===== config.mk =====
export PLATFORM = sky130hd
export DESIGN_NAME = sar_seq
export DESIGN_NICKNAME = d
export VERILOG_FILES = /design/src/rtl/sar_pkg.sv /design/src/rtl/sar_tad_gen.sv /design/src/rtl/sar_ctrl.sv /design/src/rtl/sar_sar.sv /design/src/rtl/sar_seq.sv
export SDC_FILE = /design/constraint.sdc
export NUM_CORES = 1
export LEC_CHECK = 0
export ABC_AREA = 1
export BUFFER_PORTS_ARGS = -buffer_cell sky130_fd_sc_hd__buf_2
export CAP_MARGIN = 5
export CORE_MARGIN = 5
export CORE_UTILIZATION = 61
export DETAILED_ROUTE_END_ITERATION = 12
export HOLD_SLACK_MARGIN = 0.03
export PLACE_DENSITY = 0.84
export SLEW_MARGIN = 0
export SYNTH_ARGS = -nofsm -noshare
export SYNTH_HDL_FRONTEND = slang
export SYNTH_HIERARCHICAL = 1
export SYNTH_SLANG_ARGS = --single-unit

===== constraint.sdc =====
create_clock -name clk -period 2.3 [get_ports clk]
set_input_delay 0.23 -clock clk [delete_from_list [all_inputs] [get_ports clk]]
set_output_delay 0.23 -clock clk [all_outputs]
set_load 0.05 [all_outputs]

===== src/rtl/sar_pkg.sv =====
package sar_pkg;
  localparam int SEL_W = 3;
  typedef enum logic [1:0] {ST_IDLE, ST_CONV, ST_RECOV} sar_state_e;
endpackage


===== src/rtl/sar_tad_gen.sv =====
module sar_tad_gen
  import sar_pkg::*;
#(
  parameter int DIV_W  = 6,
  parameter int SYNC_N = 2
) (
  input  logic             clk,
  input  logic             rst_n,
  input  logic             rc_clk_i,
  input  logic [SEL_W-1:0] sel_i,
  input  logic             run_i,
  input  logic             clr_i,
  output logic             tick_o
);
  logic [SYNC_N:0]      sync_q, sync_d;
  logic [DIV_W-1:0]     cnt_q, cnt_d, lim;
  logic [SEL_W-1:0]     idx;
  logic                 use_rc, rc_edge, wrap;

  always_comb begin
    idx     = {sel_i[1:0], sel_i[2]};
    use_rc  = &sel_i[1:0];
    // 2 << idx wraps to zero for the largest ratio, so minus one gives all ones
    lim     = (DIV_W'(2) << idx) - DIV_W'(1);
    wrap    = (cnt_q == lim);
    rc_edge = sync_q[SYNC_N-1] & ~sync_q[SYNC_N];
    sync_d  = {sync_q[SYNC_N-1:0], rc_clk_i};
    if (clr_i)      cnt_d = '0;
    else if (run_i) cnt_d = wrap ? '0 : cnt_q + DIV_W'(1);
    else            cnt_d = cnt_q;
    tick_o  = run_i & ~clr_i & (use_rc ? rc_edge : wrap);
  end

  always_ff @(posedge clk or negedge rst_n) begin
    if (!rst_n) begin
      sync_q <= '0;
      cnt_q  <= '0;
    end else begin
      sync_q <= sync_d;
      cnt_q  <= cnt_d;
    end
  end
endmodule


===== src/rtl/sar_ctrl.sv =====
module sar_ctrl
  import sar_pkg::*;
#(
  parameter int N_TAD   = 11,
  parameter int REC_TAD = 2
) (
  input  logic       clk,
  input  logic       rst_n,
  input  logic       wr_i,
  input  logic       en_d_i,
  input  logic       go_d_i,
  input  logic       tick_i,
  output logic       en_o,
  output sar_state_e state_o,
  output logic       start_o,
  output logic       abort_o,
  output logic       decide_o,
  output logic       done_o,
  output logic       clr_o
);
  localparam int TAD_W = $clog2(N_TAD);

  sar_state_e       st_q, st_d;
  logic [TAD_W-1:0] tad_q, tad_d;
  logic             en_q, en_d, kill;

  always_comb begin
    kill     = wr_i & ~en_d_i;
    start_o  = wr_i & en_d_i & go_d_i & en_q & (st_q == ST_IDLE);
    abort_o  = wr_i & en_d_i & ~go_d_i & (st_q == ST_CONV);
    clr_o    = start_o | abort_o | kill;
    decide_o = tick_i & ~clr_o & (st_q == ST_CONV) & (tad_q != '0);
    done_o   = tick_i & ~clr_o & (st_q == ST_CONV) & (tad_q == TAD_W'(N_TAD-1));
    en_d     = wr_i ? en_d_i : en_q;
    st_d     = st_q;
    tad_d    = tad_q;
    if (kill) begin
      st_d = ST_IDLE;
    end else if (abort_o) begin
      st_d  = ST_RECOV;
      tad_d = '0;
    end else if (start_o) begin
      st_d  = ST_CONV;
      tad_d = '0;
    end else if (tick_i) begin
      if (st_q == ST_CONV) begin
        if (done_o) st_d  = ST_IDLE;
        else        tad_d = tad_q + TAD_W'(1);
      end else if (st_q == ST_RECOV) begin
        if (tad_q == TAD_W'(REC_TAD-1)) st_d  = ST_IDLE;
        else                            tad_d = tad_q + TAD_W'(1);
      end
    end
  end

  always_ff @(posedge clk or negedge rst_n) begin
    if (!rst_n) begin
      st_q  <= ST_IDLE;
      tad_q <= '0;
      en_q  <= 1'b0;
    end else begin
      st_q  <= st_d;
      tad_q <= tad_d;
      en_q  <= en_d;
    end
  end

  assign en_o    = en_q;
  assign state_o = st_q;
endmodule


===== src/rtl/sar_sar.sv =====
module sar_sar #(
  parameter int RES_W = 10
) (
  input  logic             clk,
  input  logic             rst_n,
  input  logic             start_i,
  input  logic             decide_i,
  input  logic             load_i,
  input  logic             comp_i,
  output logic [RES_W-1:0] trial_o,
  output logic [RES_W-1:0] res_o
);
  localparam logic [RES_W-1:0] MSB = {1'b1, {(RES_W-1){1'b0}}};

  logic [RES_W-1:0] trial_q, trial_d, ptr_q, ptr_d, res_q, res_d, kept;

  always_comb begin
    kept    = comp_i ? trial_q : (trial_q & ~ptr_q);
    trial_d = trial_q;
    ptr_d   = ptr_q;
    if (start_i) begin
      trial_d = MSB;
      ptr_d   = MSB;
    end else if (decide_i) begin
      trial_d = kept | (ptr_q >> 1);
      ptr_d   = ptr_q >> 1;
    end
    res_d = load_i ? trial_d : res_q;
  end

  always_ff @(posedge clk or negedge rst_n) begin
    if (!rst_n) begin
      trial_q <= MSB;
      ptr_q   <= MSB;
      res_q   <= '0;
    end else begin
      trial_q <= trial_d;
      ptr_q   <= ptr_d;
      res_q   <= res_d;
    end
  end

  assign trial_o = trial_q;
  assign res_o   = res_q;
endmodule


===== src/rtl/sar_seq.sv =====
module sar_seq
  import sar_pkg::*;
#(
  parameter int RES_W   = 10,
  parameter int LO_W    = 8,
  parameter int N_TAD   = RES_W + 1,
  parameter int REC_TAD = 2,
  parameter int DIV_W   = 6
) (
  input  logic             clk,
  input  logic             rst_n,
  input  logic             rc_clk_i,
  input  logic             ctrl_wr_i,
  input  logic             ctrl_en_i,
  input  logic             ctrl_go_i,
  input  logic [SEL_W-1:0] clk_sel_i,
  input  logic             irq_en_i,
  input  logic             flag_clr_i,
  input  logic             comp_i,
  output logic             go_o,
  output logic             acq_o,
  output logic             hold_o,
  output logic [RES_W-1:0] trial_o,
  output logic [RES_W-LO_W-1:0] res_hi_o,
  output logic [LO_W-1:0]  res_lo_o,
  output logic             flag_o,
  output logic             irq_o
);
  logic [1:0]       rst_sync_q;
  logic             rst_ni;
  logic [SEL_W-1:0] sel_q, sel_d;
  logic             flag_q, flag_d, en_q;
  logic             start, abort, decide, done, clr, tick;
  logic [RES_W-1:0] res;
  sar_state_e       state;

  // asynchronous assertion, synchronous release
  always_ff @(posedge clk or negedge rst_n) begin
    if (!rst_n) rst_sync_q <= '0;
    else        rst_sync_q <= {rst_sync_q[0], 1'b1};
  end
  assign rst_ni = rst_sync_q[1];

  sar_ctrl #(.N_TAD(N_TAD), .REC_TAD(REC_TAD)) u_ctrl (
    .clk(clk), .rst_n(rst_ni), .wr_i(ctrl_wr_i), .en_d_i(ctrl_en_i),
    .go_d_i(ctrl_go_i), .tick_i(tick), .en_o(en_q), .state_o(state),
    .start_o(start), .abort_o(abort), .decide_o(decide), .done_o(done),
    .clr_o(clr)
  );

  sar_tad_gen #(.DIV_W(DIV_W), .SYNC_N(2)) u_tad (
    .clk(clk), .rst_n(rst_ni), .rc_clk_i(rc_clk_i), .sel_i(sel_q),
    .run_i(state != ST_IDLE), .clr_i(clr), .tick_o(tick)
  );

  sar_sar #(.RES_W(RES_W)) u_sar (
    .clk(clk), .rst_n(rst_ni), .start_i(start), .decide_i(decide),
    .load_i(done), .comp_i(comp_i), .trial_o(trial_o), .res_o(res)
  );

  always_comb begin
    sel_d  = start ? clk_sel_i : sel_q;
    flag_d = done ? 1'b1 : (flag_clr_i ? 1'b0 : flag_q);
  end

  always_ff @(posedge clk or negedge rst_ni) begin
    if (!rst_ni) begin
      sel_q  <= '0;
      flag_q <= 1'b0;
    end else begin
      sel_q  <= sel_d;
      flag_q <= flag_d;
    end
  end

  assign go_o     = (state == ST_CONV);
  assign hold_o   = (state == ST_CONV);
  assign acq_o    = en_q & (state == ST_IDLE);
  assign res_hi_o = res[RES_W-1:LO_W];
  assign res_lo_o = res[LO_W-1:0];
  assign flag_o   = flag_q;
  assign irq_o    = flag_q & irq_en_i;
endmodule


# Word level (Yosys, flattened, before mapping)
# Cells that the tools add are included.
# totals
regBits	52
elab_cells	89
memories	0
inputBits	12
ramBits	0
latchBits	0
output_inout_bits	25
rom_bits	0
# op_classes
n_eq_ne	8
div	0
mux	26
n_bitwise	26
n_mul	0
reduce_logical	14
shift	1
addsub	3
n_lt_le_gt_ge	0
# op_table
op	n
$mux W10	5
$mux W4	7
$mux W6	3
$and A1 B1 Y1	16
$mux W2	8
$reduce_bool A4 Y1	3
$and A10 B10 Y10	1
$not A10 Y10	1
$or A10 B9 Y10	1
$reduce_bool A5 Y1	2
$ne A4 B4 Y1 const B	2
$reduce_bool A2 Y1	4
$add A6 B1 Y6 const B	1
$eq A6 B6 Y1	1
$shl A2 B3 Y6 const A	1
$sub A6 B2 Y6 const B	1
$ne A5 B1 Y1 const B	1
$not A1 Y1	5
$reduce_and A5 Y1	1
$add A4 B1 Y4 const B	1
$eq A4 B1 Y1 const B	1
$eq A4 B4 Y1 const B	1
$reduce_and A4 Y1	1
$mux W1	3
other kinds (6)	7

# Longest topological paths before layout
# logic_depth
word_depth	18
mapped_depth	20
mapped_depth_nobuf	19

# By module
# The synthesis kept the hierarchy.
# modules_own_cells
mod	instances	area_each_um2	seq_area_each_um2	cells_per_inst
sar_sar	1	1291.2	753.2	146
sar_tad_gen	1	615.6	225.2	95
sar_ctrl	1	578.1	175.2	73
sar_seq	1	240.2	150.1	28

# Least setup slack after synthesis
# Ideal clock, no wire load.
# synth_path
path_type	flip-flop to flip-flop
start	register sel_q[0]
end	register u_sar.res_q[9] (netlist: u_sar/res_o[9])
path_buffers	1
t_arrival_ns	2.413
stages_incl_launch_ff	17
synth_period_minus_slack_ns	2.530
slack_ns	-0.230
setup_ns	0.118
required_time_ns	2.182
cell_sequence	dfrtp_1 > nor2_4 > nand2_2 > ha_1 > nand2_1 > o21ai_0 > nor3_1 > nand3_2 > a21oi_2 > nand2_1 > a211oi_1 > buf_6 > inv_2 > nor2_8 > nand3_1 > nand3_1 > nand2_1
# synth_via
elab_chain_len	10
# synth_rtl
item	line	source
start: declaration	sar_seq.sv:31	logic [SEL_W-1:0] sel_q, sel_d;
start signal: assignment	sar_seq.sv:71	sel_q <= sel_d;
$shl A2 B3 Y6	sar_tad_gen.sv:24	lim = (DIV_W'(2) << idx) - DIV_W'(1);
$sub A6 B2 Y6	sar_tad_gen.sv:24	
$eq A6 B6 Y1	sar_tad_gen.sv:25	wrap = (cnt_q == lim);
$mux W1 (*)	sar_tad_gen.sv:31	tick_o = run_i & ~clr_i & (use_rc ? rc_edge : wrap);
$and A1 B1 Y1 (*)	sar_tad_gen.sv:31	
named net tick	sar_seq.sv:33	logic start, abort, decide, done, clr, tick;
$and A1 B1 Y1 (*) (3 in series)	sar_ctrl.sv:32	decide_o = tick_i & ~clr_o & (st_q == ST_CONV) & (tad_q != '0);
named net decide	sar_seq.sv:33	
$mux W10 (*)	sar_sar.sv:24	end else if (decide_i) begin
$mux W10 (*)	sar_sar.sv:21	if (start_i) begin
end signal: assignment	sar_sar.sv:39	res_q <= res_d;
end: declaration	sar_sar.sv:15	logic [RES_W-1:0] trial_q, trial_d, ptr_q, ptr_d, res_q, res_d, kept;
# Mark *: on every way through the listed nets, which the timed path passes. The rest lies on a longest branch.
# A chain may end at the register's enable or synchronous reset.

# Worst setup path after layout
# layout_path
start	register sel_q[2]
end	register u_sar.res_q[0] (netlist: u_sar/res_o[0])
# layout_via
elab_chain_len	10
# layout_rtl
item	line
$shl A2 B3 Y6	sar_tad_gen.sv:24
$sub A6 B2 Y6	sar_tad_gen.sv:24
$eq A6 B6 Y1	sar_tad_gen.sv:25
$mux W1	sar_tad_gen.sv:31
$and A1 B1 Y1	sar_tad_gen.sv:31
named net tick	sar_seq.sv:33
$and A1 B1 Y1 (3 in series)	sar_ctrl.sv:32
named net decide	sar_seq.sv:33
$mux W10	sar_sar.sv:24
$mux W10	sar_sar.sv:21
named net u_sar.trial_d[0]	sar_sar.sv:15
# The timed path passes the listed nets, and every way through them passes these cells.

==> reports/results.tsv <==
stage	metric	value	unit
outcome	status	finished with violations	
outcome	failing checks	setup timing	
worst_setup_path	Critical Path, Cell by Cell	buf_6, buf_4, buf_4, inv_2, nand4_1, nand2_1, nand2_1, nand2_1, nand3_2, a21oi_2, nand2_1, a211oi_2, buf_6, inv_8, nor2_8, nand2_4, nand2_4, nand2_1, nand2_1	
synthesis	#FFs+latches synth	52	
synthesis	Seq/Total Area, Yosys	47.8	%
run	max-cap violation count	0	
worst_setup_path	Worst setup SP type	flip-flop	
place	IO buf count	36	
die	site row count	24	
global_route	antenna violations before repair	0	
place	DP Wirelength	4430	um
worst_setup_path	worst path bufs/invs	6	
clock_tree	CTS max path bufs	2	
pwr	Comb pwr share	51.7	%
synthesis	number of synthesized flops with an enable pin	0	
worst_setup_path	slowest CP cell	dfrtp_1	
global_route	total gr overflow	0	
pwr	Pint	2.01	mW
timing	Setup Skew	14.1	ps
layout	register area	1310	um^2
clock_tree	Clock transition at path regs	110	ps
pwr	Sw Share	46.5	%
worst_setup_path	critical path launch point	sel_q[2]	
die	Die Wd	76.8	um
route	Residual DRC	0	
route	WL final	7670	um
synthesis	post-synthesis instance total	342	
die	core area	4350	um^2
pwr	Flop pwr share	34.0	%
synthesis	Yosys top cell by area	dfrtp_1	
clock_tree	Num CTS Buffers	5	
route	wire per inst	16.2	um
layout	Util after Layout	83.9	%
synthesis	Primary FF master, synth	dfrtp_1	
layout	Fillers	228	
route	1st-iter DRT viols	261	
layout	Inserted Diodes	0	
synthesis	synth unique cells	32	
global_route	largest net degree at the start of global routing	37	
timing	Min Clock Period, post-route	2650	ps
pwr	Worst VDD drop	0.560	mV
pwr	switching power	1.75	mW
timing	Final Hold Viols	0	
worst_setup_path	Crit path largest cell delay	430	ps
timing	setup violators final	35	
worst_setup_path	kind of critical path	reg -> reg	
die	Initial Util	62.6	%
synthesis	Syn Nets	363	
global_route	first-pass GRT wire length	10800	um
worst_setup_path	Crit path max-delay family	simple AND/OR/NAND/NOR gates	
timing	max-slew violations	0	
synthesis	Synth top area share	45.9	%
synthesis	cell area after synthesis	2730	um^2
synthesis	YS warnings	6	
layout	area occupied by multi-input gates	1430	um^2
route	drt pass-1 iters	5	
global_route	GRT Util Overall	22.1	%
global_route	vias in the first global route	2328	
die	die area	5900	um^2
worst_setup_path	Critical Path RT	2560	ps
timing	RSZ-0062 raised after global routing	yes	
route	vias per cell	5.62	
timing	Final WS setup	-347	ps
layout	Final #Nets	442	
worst_setup_path	RR Startpoint	sel_q[2]	
place	GPL Wtd Cong	0.920	
timing	fin crit share	115	%
timing	FMAX	378	MHz
route	via count	2662	
pwr	total power	3.76	mW
pwr	Leakage	2.00	nW
synthesis	synthesized area per cell	7.97	um^2
clock_tree	root buf cell	clkbuf_8	
die	die height	76.8	um
worst_setup_path	CP max FO	6	
place	pre-CTS setup slack	-233	ps
layout	layout cells sized above 1	41.0	%
clock_tree	clock latency at the later pin of the worst-skew pair	320	ps
synthesis	ys async rst share	100	%
clock_tree	TritonCTS clock tree	built	
worst_setup_path	Worst EP arrival	2900	ps
pwr	clock network power share	14.3	%
die	boundary pin count	37	
clock_tree	# H-tree levels	2	
pwr	pwr dens	1030	nW/um^2
worst_setup_path	CP Capture Type	flip-flop	
layout	Layout area overhead	34.0	%
route	Routed Antenna Nets	0	
worst_setup_path	cell mode on critical path	nand2_1	
synthesis	Synth area leaders	dfrtp_1, nand2_1, nand3_1	
hold_path	hold_sp	flag_clr_i	
hold_path	Min-Delay Path Class	in -> reg	
clock_tree	# clock sinks	52	
==> power by group through the flow <==
stage | sequential [mW] | combinational (mW) | clock [mW]
6_report | 1.28 | 1.94 | 0.537
5_1_grt | 1.31 | 2.09 | 0.589
4_1_cts | 1.27 | 1.73 | 0.536
3_5_place_dp | 1.29 | 1.64 | 0
3_3_place_gp | 1.28 | 1.59 | 0
2_1_floorplan | 1.56 | 0.894 | 0
==> final timing paths <==
kind	to	slack [ps]	cells after the start
hold / removal	flag_o	100	2
min in group asynchronous	u_sar/trial_o[3]	170	0
setup / recovery	u_sar/res_o[0]	-350	19
setup reg to reg	u_sar/res_o[0]	-350	19
max in group asynchronous	u_sar/trial_o[9]	1560	1
hold reg to reg	u_sar/trial_o[3]	170	0
==> stage by stage <==
step           TNS, ps  std cells  cell area (um^2)  hold slack, ps
2_1_floorplan    -1700        342              2760           -65.6
3_3_place_gp     -2360        451              3170            14.9
3_5_place_dp     -4620        451              3170            19.8
4_1_cts          -2520        468              3380             105
5_1_grt         -13870        474              3650            88.2
6_report         -7720        474              3650             102
==> worst register-to-register path, cell delays in order, from the launching register on <==
cell      delay, ps
dfrtp_1         430
buf_6           140
buf_4           130
buf_4           130
inv_2            50
nand4_1         130
nand2_1         110
nand2_1          70
nand2_1          80
nand3_2          90
a21oi_2         190
nand2_1         100
a211oi_2        170
buf_6           180
inv_8            50
nor2_8          210
nand2_4          90
nand2_4          80
nand2_1          90
nand2_1          80
==> sequential cells by signal (all words and copies together) (netlist names) <==
signal / count
sel_q: 3
rst_sync_q: 2
u_ctrl/tad_q: 4
u_tad/sync_q: 3
flag_o: 1
u_sar/res_o: 10
u_sar/trial_o: 10
u_ctrl/state_o: 2
u_ctrl/en_o: 1
u_tad/cnt_q: 6
u_sar/ptr_q: 10
==> cell usage after synthesis, types with 2 or more instances <==
cell        n
nor2_4      5
nand2_1   110
dfstp_2     2
inv_2       8
o21ai_0     6
dfrtp_1    50
a21oi_1     3
nor2_2      2
inv_1      38
nand3_1    32
nand2_2    18
clkinv_1    2
nor3_1      4
o21ai_1     4
or2_2       2
nor2_1     26
ha_1        9
nand4_1     5
buf_6       3
==> per-layer routing <==
metal	vias to the layer above	track usage, %	wire length (um)
met5	-	0	0
met4	0	4.90	236
met3	27	4.57	517
met2	138	34.6	3830
met1	1275	31.8	3090
li1	1222	-	-
==> cell type report <==
type / instances / share of cell area [%]
clock buffers: 5 / 1.88
clock inverters: 3 / 0.583
inverters: 48 / 5.17
multi-input cells: 238 / 39.1
flip-flops and latches: 52 / 35.8
well taps: 52 / 1.78
repair buffers: 76 / 15.7
==> timing repair <==
| action | CTS | global route |
|---|---|---|
| gates resized for setup | 11 | 57 |
| hold endpoints to repair | 3 | 0 |
| buffers inserted | 6 | 5 |
| pin swaps | 15 | 19 |
| hold buffers | 2 | 0 |
| endpoints found under the setup margin | 30 | 37 |
| cloned | 1 | 1 |
==> cell usage in the layout, fill, tap and decap left out, types with 2 or more instances in the layout <==
| master | count |
|---|---|
| buf_4 | 22 |
| nand2_2 | 26 |
| nor2_2 | 3 |
| dlygate4sd3_1 | 2 |
| nand2_1 | 95 |
| dfstp_2 | 2 |
| nand2_4 | 7 |
| o21ai_0 | 4 |
| dfrtp_2 | 2 |
| ha_1 | 8 |
| inv_1 | 34 |
| buf_2 | 36 |
| clkinv_2 | 2 |
| nor3_1 | 3 |
| a21oi_1 | 3 |
| nand4_1 | 5 |
| dfrtp_1 | 48 |
| nor2_1 | 24 |
| buf_6 | 13 |
| nand3_2 | 14 |
| nand3_4 | 2 |
| nand3_1 | 17 |
| nor2_4 | 7 |
| o21ai_2 | 5 |
| or2_2 | 2 |
| clkbuf_8 | 5 |
| inv_2 | 11 |
==> logic make-up after synthesis <==
group,after synthesis,share of synthesized area (%)
simple gates,208,35.4
xor+xnor,1,0.321
buf+inv,53,8.31
compound gates,18,3.86
other cells,1,0.138
fa+ha+maj,9,4.13
flops,52,47.8
No activity file was read; power rests on OpenSTA's default activity.
